--- src/rtl/hs3_pkg.sv ---
package hs3_pkg;
   typedef enum logic [1:0] {
      M_IDLE,
      M_ARM,
      M_HI,
      M_LO
   } mst_st_t;

   typedef enum logic [2:0] {
      S_IDLE,
      S_WAIT1,
      S_REL1,
      S_WAIT2,
      S_REL2
   } slv_st_t;
endpackage

--- src/rtl/hs3_wand.sv ---
module hs3_wand #(
   parameter int N = 2
) (
   input  logic [N-1:0] drv,
   output logic         line
);
   // Each bit is one open-drain contributor; the line is high only when all release.
   logic [N:0] chain;
   assign chain[0] = 1'b1;
   for (genvar i = 0; i < N; i++) begin : g_and
      assign chain[i+1] = chain[i] & drv[i];
   end
   assign line = chain[N];
endmodule

--- src/rtl/hs3_master.sv ---
module hs3_master
   import hs3_pkg::*;
#(
   parameter int DW        = 16,
   parameter int ACK_LINES = 2
) (
   input  logic          clk,
   input  logic          rst_n,
   input  logic          start,
   input  logic [DW-1:0] wdata,
   input  logic          ack1,
   input  logic          ack2,
   output logic          busy,
   output logic          done,
   output logic          strobe,
   output logic [DW-1:0] bus_data
);
   mst_st_t       st;
   logic [DW-1:0] dreg;
   logic          ack1_q;
   logic          lines_idle;
   logic          finish;

   generate
      if (ACK_LINES == 2) begin : g_dual
         logic ack2_q;
         always_ff @(posedge clk or negedge rst_n) begin
            if (!rst_n) ack2_q <= 1'b0;
            else        ack2_q <= ack2;
         end
         assign lines_idle = !ack1 && !ack2;
         assign finish     = ack2 && !ack2_q;
      end else begin : g_single
         assign lines_idle = !ack1 && !ack2;
         assign finish     = !ack1 && ack1_q;
      end
   endgenerate

   always_ff @(posedge clk or negedge rst_n) begin
      if (!rst_n) begin
         st     <= M_IDLE;
         dreg   <= '0;
         ack1_q <= 1'b0;
         strobe <= 1'b0;
         done   <= 1'b0;
      end else begin
         ack1_q <= ack1;
         done   <= 1'b0;
         case (st)
            M_IDLE: if (start) begin
               dreg <= wdata;
               st   <= M_ARM;
            end
            M_ARM: if (lines_idle) begin
               strobe <= 1'b1;
               st     <= M_HI;
            end
            M_HI: if (ack1 && !ack1_q) begin
               strobe <= 1'b0;
               st     <= M_LO;
            end
            M_LO: if (finish) begin
               done <= 1'b1;
               st   <= M_IDLE;
            end
            default: st <= M_IDLE;
         endcase
      end
   end

   assign busy     = (st != M_IDLE);
   assign bus_data = dreg;
endmodule

--- src/rtl/hs3_responder.sv ---
module hs3_responder
   import hs3_pkg::*;
#(
   parameter int DW        = 16,
   parameter int LW        = 4,
   parameter int ACK_LINES = 2
) (
   input  logic          clk,
   input  logic          rst_n,
   input  logic [LW-1:0] lat,
   input  logic          strobe,
   input  logic [DW-1:0] bus_data,
   input  logic          ack2_line,
   output logic          rel1,
   output logic          rel2,
   output logic [DW-1:0] rx
);
   localparam bit DUAL = (ACK_LINES == 2);

   slv_st_t       st;
   logic [LW-1:0] cnt;

   always_ff @(posedge clk or negedge rst_n) begin
      if (!rst_n) begin
         st   <= S_IDLE;
         cnt  <= '0;
         rel1 <= 1'b0;
         rel2 <= 1'b0;
         rx   <= '0;
      end else begin
         case (st)
            S_IDLE: if (strobe) begin
               st  <= S_WAIT1;
               cnt <= '0;
            end
            S_WAIT1: if (cnt == lat) begin
               rel1 <= 1'b1;
               rx   <= bus_data;
               st   <= S_REL1;
            end else begin
               cnt <= cnt + 1'b1;
            end
            S_REL1: if (!strobe) begin
               st  <= S_WAIT2;
               cnt <= '0;
            end
            S_WAIT2: if (cnt == lat) begin
               rel1 <= 1'b0;
               if (DUAL) begin
                  rel2 <= 1'b1;
                  st   <= S_REL2;
               end else begin
                  st <= S_IDLE;
               end
            end else begin
               cnt <= cnt + 1'b1;
            end
            S_REL2: if (ack2_line) begin
               rel2 <= 1'b0;
               st   <= S_IDLE;
            end
            default: st <= S_IDLE;
         endcase
      end
   end
endmodule

--- src/rtl/hs3_link.sv ---
module hs3_link #(
   parameter int DW        = 16,
   parameter int NS        = 3,
   parameter int LW        = 4,
   parameter int ACK_LINES = 2
) (
   input  logic             clk,
   input  logic             rst_n,
   input  logic             start,
   input  logic [DW-1:0]    wdata,
   input  logic [NS*LW-1:0] lat_cfg,
   output logic             busy,
   output logic             done,
   output logic             strobe,
   output logic             ack1,
   output logic             ack2,
   output logic [NS*DW-1:0] rx_data
);
   generate
      if (ACK_LINES != 1 && ACK_LINES != 2) begin : g_bad_lines
         $error("hs3_link: ACK_LINES must be 1 or 2");
      end
      if (ACK_LINES == 1 && NS > 1) begin : g_bad_single
         $error("hs3_link: one acknowledge line cannot serve several receivers");
      end
      if (NS < 1 || DW < 1 || LW < 1) begin : g_bad_size
         $error("hs3_link: NS, DW and LW must be positive");
      end
   endgenerate

   logic [DW-1:0] bus_data;
   logic [NS-1:0] rel1_v;
   logic [NS-1:0] rel2_v;

   hs3_master #(.DW(DW), .ACK_LINES(ACK_LINES)) u_master (
      .clk      (clk),
      .rst_n    (rst_n),
      .start    (start),
      .wdata    (wdata),
      .ack1     (ack1),
      .ack2     (ack2),
      .busy     (busy),
      .done     (done),
      .strobe   (strobe),
      .bus_data (bus_data)
   );

   for (genvar i = 0; i < NS; i++) begin : g_rx
      hs3_responder #(.DW(DW), .LW(LW), .ACK_LINES(ACK_LINES)) u_resp (
         .clk       (clk),
         .rst_n     (rst_n),
         .lat       (lat_cfg[i*LW +: LW]),
         .strobe    (strobe),
         .bus_data  (bus_data),
         .ack2_line (ack2),
         .rel1      (rel1_v[i]),
         .rel2      (rel2_v[i]),
         .rx        (rx_data[i*DW +: DW])
      );
   end

   hs3_wand #(.N(NS)) u_ack1 (.drv(rel1_v), .line(ack1));
   hs3_wand #(.N(NS)) u_ack2 (.drv(rel2_v), .line(ack2));
endmodule

--- config.mk ---
export PLATFORM = sky130hd
export DESIGN_NAME = hs3_link
export DESIGN_NICKNAME = d
export VERILOG_FILES = /design/src/rtl/hs3_pkg.sv /design/src/rtl/hs3_wand.sv /design/src/rtl/hs3_master.sv /design/src/rtl/hs3_responder.sv /design/src/rtl/hs3_link.sv
export SDC_FILE = /design/constraint.sdc
export NUM_CORES = 1
export LEC_CHECK = 0
export ABC_CLOCK_PERIOD_IN_PS = 2250
export CAP_MARGIN = 20
export CORE_ASPECT_RATIO = 1.75
export CORE_MARGIN = 2
export CORE_UTILIZATION = 41
export DETAILED_ROUTE_END_ITERATION = 12
export DONT_BUFFER_PORTS = 1
export HOLD_SLACK_MARGIN = 0.02
export PLACE_DENSITY = 0.54
export SLEW_MARGIN = 20
export SYNTH_ARGS = -nofsm -noshare
export SYNTH_HDL_FRONTEND = slang
export SYNTH_SLANG_ARGS = --single-unit
--- constraint.sdc ---
create_clock -name clk -period 2.25 [get_ports clk]
set_clock_uncertainty 0.1 [all_clocks]
set_input_delay 0.225 -clock clk [delete_from_list [all_inputs] [get_ports clk]]
set_output_delay 0.225 -clock clk [all_outputs]
set_load 0.1 [all_outputs]
Word level (Yosys, flattened, before mapping)
Index checks and enable logic that the tools add are counted.
{"block": "totals", "reg_bits": 97, "latchBits": 0, "ramBits": 0, "romBits": 0, "inputBits": 31, "elab_cells": 154, "memories": 0}
{"block": "classes", "n_addsub": 3, "multipliers": 0, "div_mod_pow": 0, "n_lt_le_gt_ge": 0, "n_eq_ne": 40, "shifts": 0, "n_mux": 43, "bitwise_logic": 4, "reduce_logical": 43}
{"op": "3-bit case mux with 5 select lines", "count": 3}
{"op": "4-bit case mux with 3 select lines", "count": 3}
{"op": "3-bit 2-to-1 mux", "count": 9}
{"op": "2-bit != test, second input constant", "count": 13}
{"op": "3-bit AND reduction", "count": 7}
{"op": "4-bit 2-to-1 mux", "count": 5}
{"op": "3-bit by 2-bit equality test with 1-bit output, second input constant", "count": 6}
{"op": "2-bit by 1-bit != test with 1-bit output, second input constant", "count": 9}
{"op": "4-bit AND reduction", "count": 4}
{"op": "2-bit nonzero test", "count": 8}
{"op": "5-bit AND reduction", "count": 3}
{"op": "1-bit case mux with 2 select lines", "count": 7}
{"op": "4-bit by 1-bit adder with 4-bit output, second input constant", "count": 3}
{"op": "4-bit equality test", "count": 3}
{"op": "1-bit 2-to-1 mux", "count": 11}
{"op": "3-bit by 1-bit equality test with 1-bit output, second input constant", "count": 3}
{"op": "3-bit equality test, second input constant", "count": 3}
{"op": "3-bit zero test", "count": 3}
{"op": "3-bit nonzero test", "count": 3}
{"op": "2-bit 2-to-1 mux", "count": 4}
{"op": "2-bit case mux with 4 select lines", "count": 1}
{"op": "2-bit AND reduction", "count": 4}
{"op": "2-bit OR reduction", "count": 3}
{"op": "1-bit AND", "count": 4}
{"op": "other kinds (5)", "count": 11}

Logic depth before layout (Yosys ltp)
{"block": "logic_depth", "word_depth": 6, "ltp_mapped": 6, "depth_no_buf": 6}

Cells and area by module
A second synthesis with hierarchy kept.
{"block": "hier_totals", "hier_cells": 310, "area_unflattened_um2": 4310.4}
{"module": "hs3_responder (g_rx[1].u_resp ...)", "instances": 2, "cells_per_inst": 81, "area_per_inst_um2": 1141.1, "seq_area_each_um2": 625.6}
{"module": "hs3_responder (g_rx[0].u_resp)", "instances": 1, "cells_per_inst": 82, "area_per_inst_um2": 1087.3, "seq_area_each_um2": 625.6}
{"module": "hs3_master", "instances": 1, "cells_per_inst": 64, "area_per_inst_um2": 928.4, "seq_area_each_um2": 550.5}
{"module": "hs3_wand", "instances": 2, "cells_per_inst": 1, "area_per_inst_um2": 6.3, "seq_area_each_um2": 0.0}

Least setup slack after synthesis
No wires, ideal clock.
{"block": "synth_path", "path_type": "reg-to-reg", "start": "reg u_master.st[0]", "end": "reg u_master.st[1]", "setup_time_ns": 0.125, "arrival_time_ns": 1.905, "required_ns": 2.025, "setup_slack_ns": 0.120, "path_stages_with_launch": 7, "path_buffers": 0, "period_less_slack_ns": 2.130, "path_cell_list": "dfrtp_1 -> inv_1 -> ha_1 -> inv_1 -> a2bb2oi_1 -> nand4_1 -> mux2_2"}
{"block": "synth_between", "elab_chain_cells": 3, "word_cells_on_any_way": 10, "classes_between": "7 x eq/ne; 1 x mux; 2 x reduce/logical"}
{"item": "from (decl)", "line": "hs3_master.sv:18", "rtl": "mst_st_t st;"}
{"item": "from (signal assigned)", "line": "hs3_master.sv:41", "rtl": "st <= M_IDLE;"}
{"item": "from (signal assigned)", "line": "hs3_master.sv:52", "rtl": "st <= M_ARM;"}
{"item": "from (signal assigned)", "line": "hs3_master.sv:56", "rtl": "st <= M_HI;"}
{"item": "2-bit equality test (tied with other cells)", "line": "hs3_master.sv:49", "rtl": "case (st)"}
{"item": "2-bit by 1-bit != test with 1-bit output (no line) / 2-bit != test (equally long branches)"}
{"item": "4-bit AND reduction (no line)"}
Parallel ways exist; a longest one is shown, timed or not.
A chain may end at the register's enable or synchronous reset.

Worst setup path after layout
{"block": "layout_path", "start": "reg g_rx[0].u_resp.cnt[1]", "end": "reg g_rx[0].u_resp.rx[7]"}
{"block": "layout_between", "elab_chain_cells": 2}
{"item": "from (decl)", "line": "hs3_responder.sv:21", "rtl": "logic [LW-1:0] cnt;"}
{"item": "from (signal assigned)", "line": "hs3_responder.sv:41", "rtl": "cnt <= cnt + 1'b1;"}
{"item": "from (signal assigned)", "line": "hs3_responder.sv:56", "rtl": "cnt <= cnt + 1'b1;"}
{"item": "4-bit equality test", "line": "hs3_responder.sv:36", "rtl": "S_WAIT1: if (cnt == lat) begin"}
{"item": "2-bit AND reduction (no line)"}
{"item": "to (signal assigned)", "line": "hs3_responder.sv:38", "rtl": "rx <= bus_data;"}
{"item": "to (decl)", "line": "hs3_responder.sv:16", "rtl": "output logic [DW-1:0] rx"}
Every way passes these cells.

==> impl_metrics.csv <==
group,metric,value,unit
synth,yosys.area.top_type,"dfrtp_1",
worst_setup_path,crit_path_start_kind,"flip-flop",
synth,syn_avg_cell_area,13.2,um2
worst_setup_path,critPathSlowestCell,"dfrtp_1",
worst_setup_path,cp-end-kind,"flip-flop",
worst_setup_path,path_delay_family,"simple AND/OR/NAND/NOR gates",
worst_setup_path,timing.rr.start,"g_rx[0].u_resp.cnt[1]$_DFFE_PN0P_",
cells_and_area,area_growth_syn_to_layout,15.6,%
drt,viasPerCell,5.31,
synth,synth_area_leaders,"dfrtp_1 (58%), mux2_2 (15%), xor2_1 (3.3%)",
timing,max_freq,538,MHz
synth,synthArstFlopShare,100,%
floorplanning,dieWidth,80.4,um
synth,yosys_register_bits,97,
floorplanning,start_util,42.3,%
placement,placed_cell_area,4400,um2
clock_network,clk_latency,0.33,ns
worst_setup_path,reg2reg_depth,4,
floorplanning,rows,48,
synth,yosys.area.top_type_share,57.9,%
synth,synth.cell_area,4190,um2
clock_network,clk_pin_slew,0.07,ns
run_status,outcome,"complete, but fails checks",
floorplanning,coreArea,9910,um2
floorplanning,ios,84,
timing,max_slew_margin,37.6,%
synth,seq_area_frac_synth,57.9,%
timing,finalSetupViolCount,0,
timing,hold_slack,-0.520,ns
cells_and_area,final_cell_area,4850,um2
worst_hold_path,hold_path.class,"input pin to asynchronous set/reset pin",
timing,period_share,82.5,%
floorplanning,die_h,138,um
worst_setup_path,required,2.36,ns
worst_setup_path,path_cells,"xor2_1 > nor4_4 > nand2_4 > mux2_4",
timing,finalSetupTns,0,ns
synth,syn_inst,317,
drt,drt_iter0_drc,152,
placement,port_buffers,0,
drt,wl_per_cell,17.6,um
clock_network,max-clock-path-buffers,2,
worst_setup_path,slowest_delay,0.43,ns
timing,rsz0062_at_grt,"no",
clock_network,cts_hold_buffers,16,
worst_setup_path,arrival,1.97,ns
run,cap_violations,0,
synth,synth_nets,355,
floorplanning,die_area,11100,um2
clock_network,cts-buffers-inserted,9,
placement,place_inst,446,
synth,synth.distinct_cells,43,
synth,dominantRegCellSynth,"dfrtp_1",
clock_network,cts_tree,"built",
worst_setup_path,timing.rr.end,"g_rx[0].u_resp.rx[7]$_DFFE_PN0P_",
clock_network,clk_root_buffer_cell,"clkbuf_16",
placement,gp_congestion,0.746,
drt,wirelength,8420,um
worst_setup_path,crit_buf_inv,0,
grt,grt_util_all_layers,16.5,%
timing,hold_viol,97,
worst_setup_path,critical_path_class,"flip-flop to flip-flop",
clock_network,cts.sinks,97,
grt,grt_pass1_vias,2590,
drt,ant_nets,0,
grt,grt_max_degree,98,
synth,synth_edf_count,0,
grt,grt_pass1_wl,13800,um
worst_setup_path,reg2reg_slack,0.39,ns
cells_and_area,drive_above_1_share,27.5,%
worst_setup_path,cp_max_fo,18,
drt,drc,0,
synth,synth.most_common_cell,"dfrtp_1",
cells_and_area,layout.cells.non_filler,478,
grt,overflow,0,
synth,synth_warnings,0,
clock_network,cts_resized,0,
timing,worst_pin_slew,0.936,ns
run_status,violations,"negative hold slack",
drt,routed-via-count,2539,
drt,drt_first_pass_iters,4,
cells_and_area,finalNetCount,386,
clock_network,cts_max_level,3,
timing,min_period,1.86,ns
placement,dp_hpwl,5810,um
timing,final_max_slew_viol_count,0,
worst_setup_path,startpoint,"g_rx[0].u_resp.cnt[1]$_DFFE_PN0P_",
synth,synth_common_cells,"dfrtp_1 (97), mux2_2 (57), nand2_1 (20)",
cells_and_area,diodes,0,
grt,antenna_found_initial,0,
[cell families (layout without fill, tap and decap cells)]
family / Yosys count / count (layout) / synth area share (%)
DFF: 97 / 97 / 57.9
AOI/OAI and AO/OA: 34 / 34 / 5.52
xor gates and xnor gates: 16 / 16 / 3.34
adders and majority gates: 7 / 7 / 2.09
buffers and inverters: 22 / 58 / 2.21
muxes: 68 / 68 / 18.9
and+or+nand+nor: 73 / 73 / 10.1
[layout by cell type, fill, tap and decap left out, drive strengths merged, types with 5 or more instances in the layout]
cell type	Yosys	final
dfrtp	97	97
mux2	65	65
nand2	22	22
xor2	16	16
dlygate4sd3	0	16
nand3	16	16
inv	14	14
buf	3	12
o21ai	11	11
clkbuf	5	11
nor2	8	8
ha	7	7
nand2b	5	5
o211ai	5	5
or4	5	5
[worst max path at each step]
stage | to | slack [ns] | cells past startpoint
after floorplan | u_master.st[1]$_DFFE_PN0P_ | 0.12 | 6
after global placement | g_rx[1].u_resp.rx[6]$_DFFE_PN0P_ | 0.39 | 5
after detailed placement | g_rx[0].u_resp.rx[9]$_DFFE_PN0P_ | 0.40 | 4
after CTS | g_rx[0].u_resp.rx[7]$_DFFE_PN0P_ | 0.38 | 4
after global routing | g_rx[1].u_resp.rx[4]$_DFFE_PN0P_ | 0.29 | 5
final | g_rx[0].u_resp.rx[7]$_DFFE_PN0P_ | 0.39 | 4
[registers in the layout, indices dropped and copies added (netlist names)]
register and count:
g_rx.u_resp.rx 48, u_master.bus_data 16, g_rx.u_resp.cnt 12, g_rx.u_resp.st 9
g_rx.u_resp.rel1 3, g_rx.u_resp.rel2 3, u_master.st 2, u_master.ack1_q 1
u_master.done 1, u_master.g_dual.ack2_q 1, u_master.strobe 1
[cell type report]
type	count	area [um2]
Clock buffer	11	233
Clock inverter	5	56.3
Fill cell	914	5060
Inverter	14	52.6
Multi-Input combinational cell	198	1670
Sequential cell	97	2430
Tap cell	125	156
Timing Repair Buffer	28	250
[layer usage]
layer	vias to the layer above	track usage (%)	wire length [um]
met2	54	28.0	4600
li1	1192	-	-
met3	7	5.31	474
met5	-	0	0
met4	0	6.40	99
met1	1286	19.3	3250
[stage by stage]
step                      worst slack, ns  hold WS (ns)  utilization (%)
final                               0.393        -0.520             48.9
after global routing                0.287        -0.542             48.9
after CTS                           0.384        -0.533             48.9
after detailed placement            0.396        -0.167             44.4
after global placement              0.389        -0.167             44.4
after floorplan                     0.120        -0.171                -
[repair_timing]
action                                  CTS  global route
endpoints found under the setup margin    0             0
endpoints found under the hold margin   113            97
setup buffers                             0             0
Power is not shown: default switching activity piles up to over one toggle a cycle in this logic, so the estimate is an artifact.
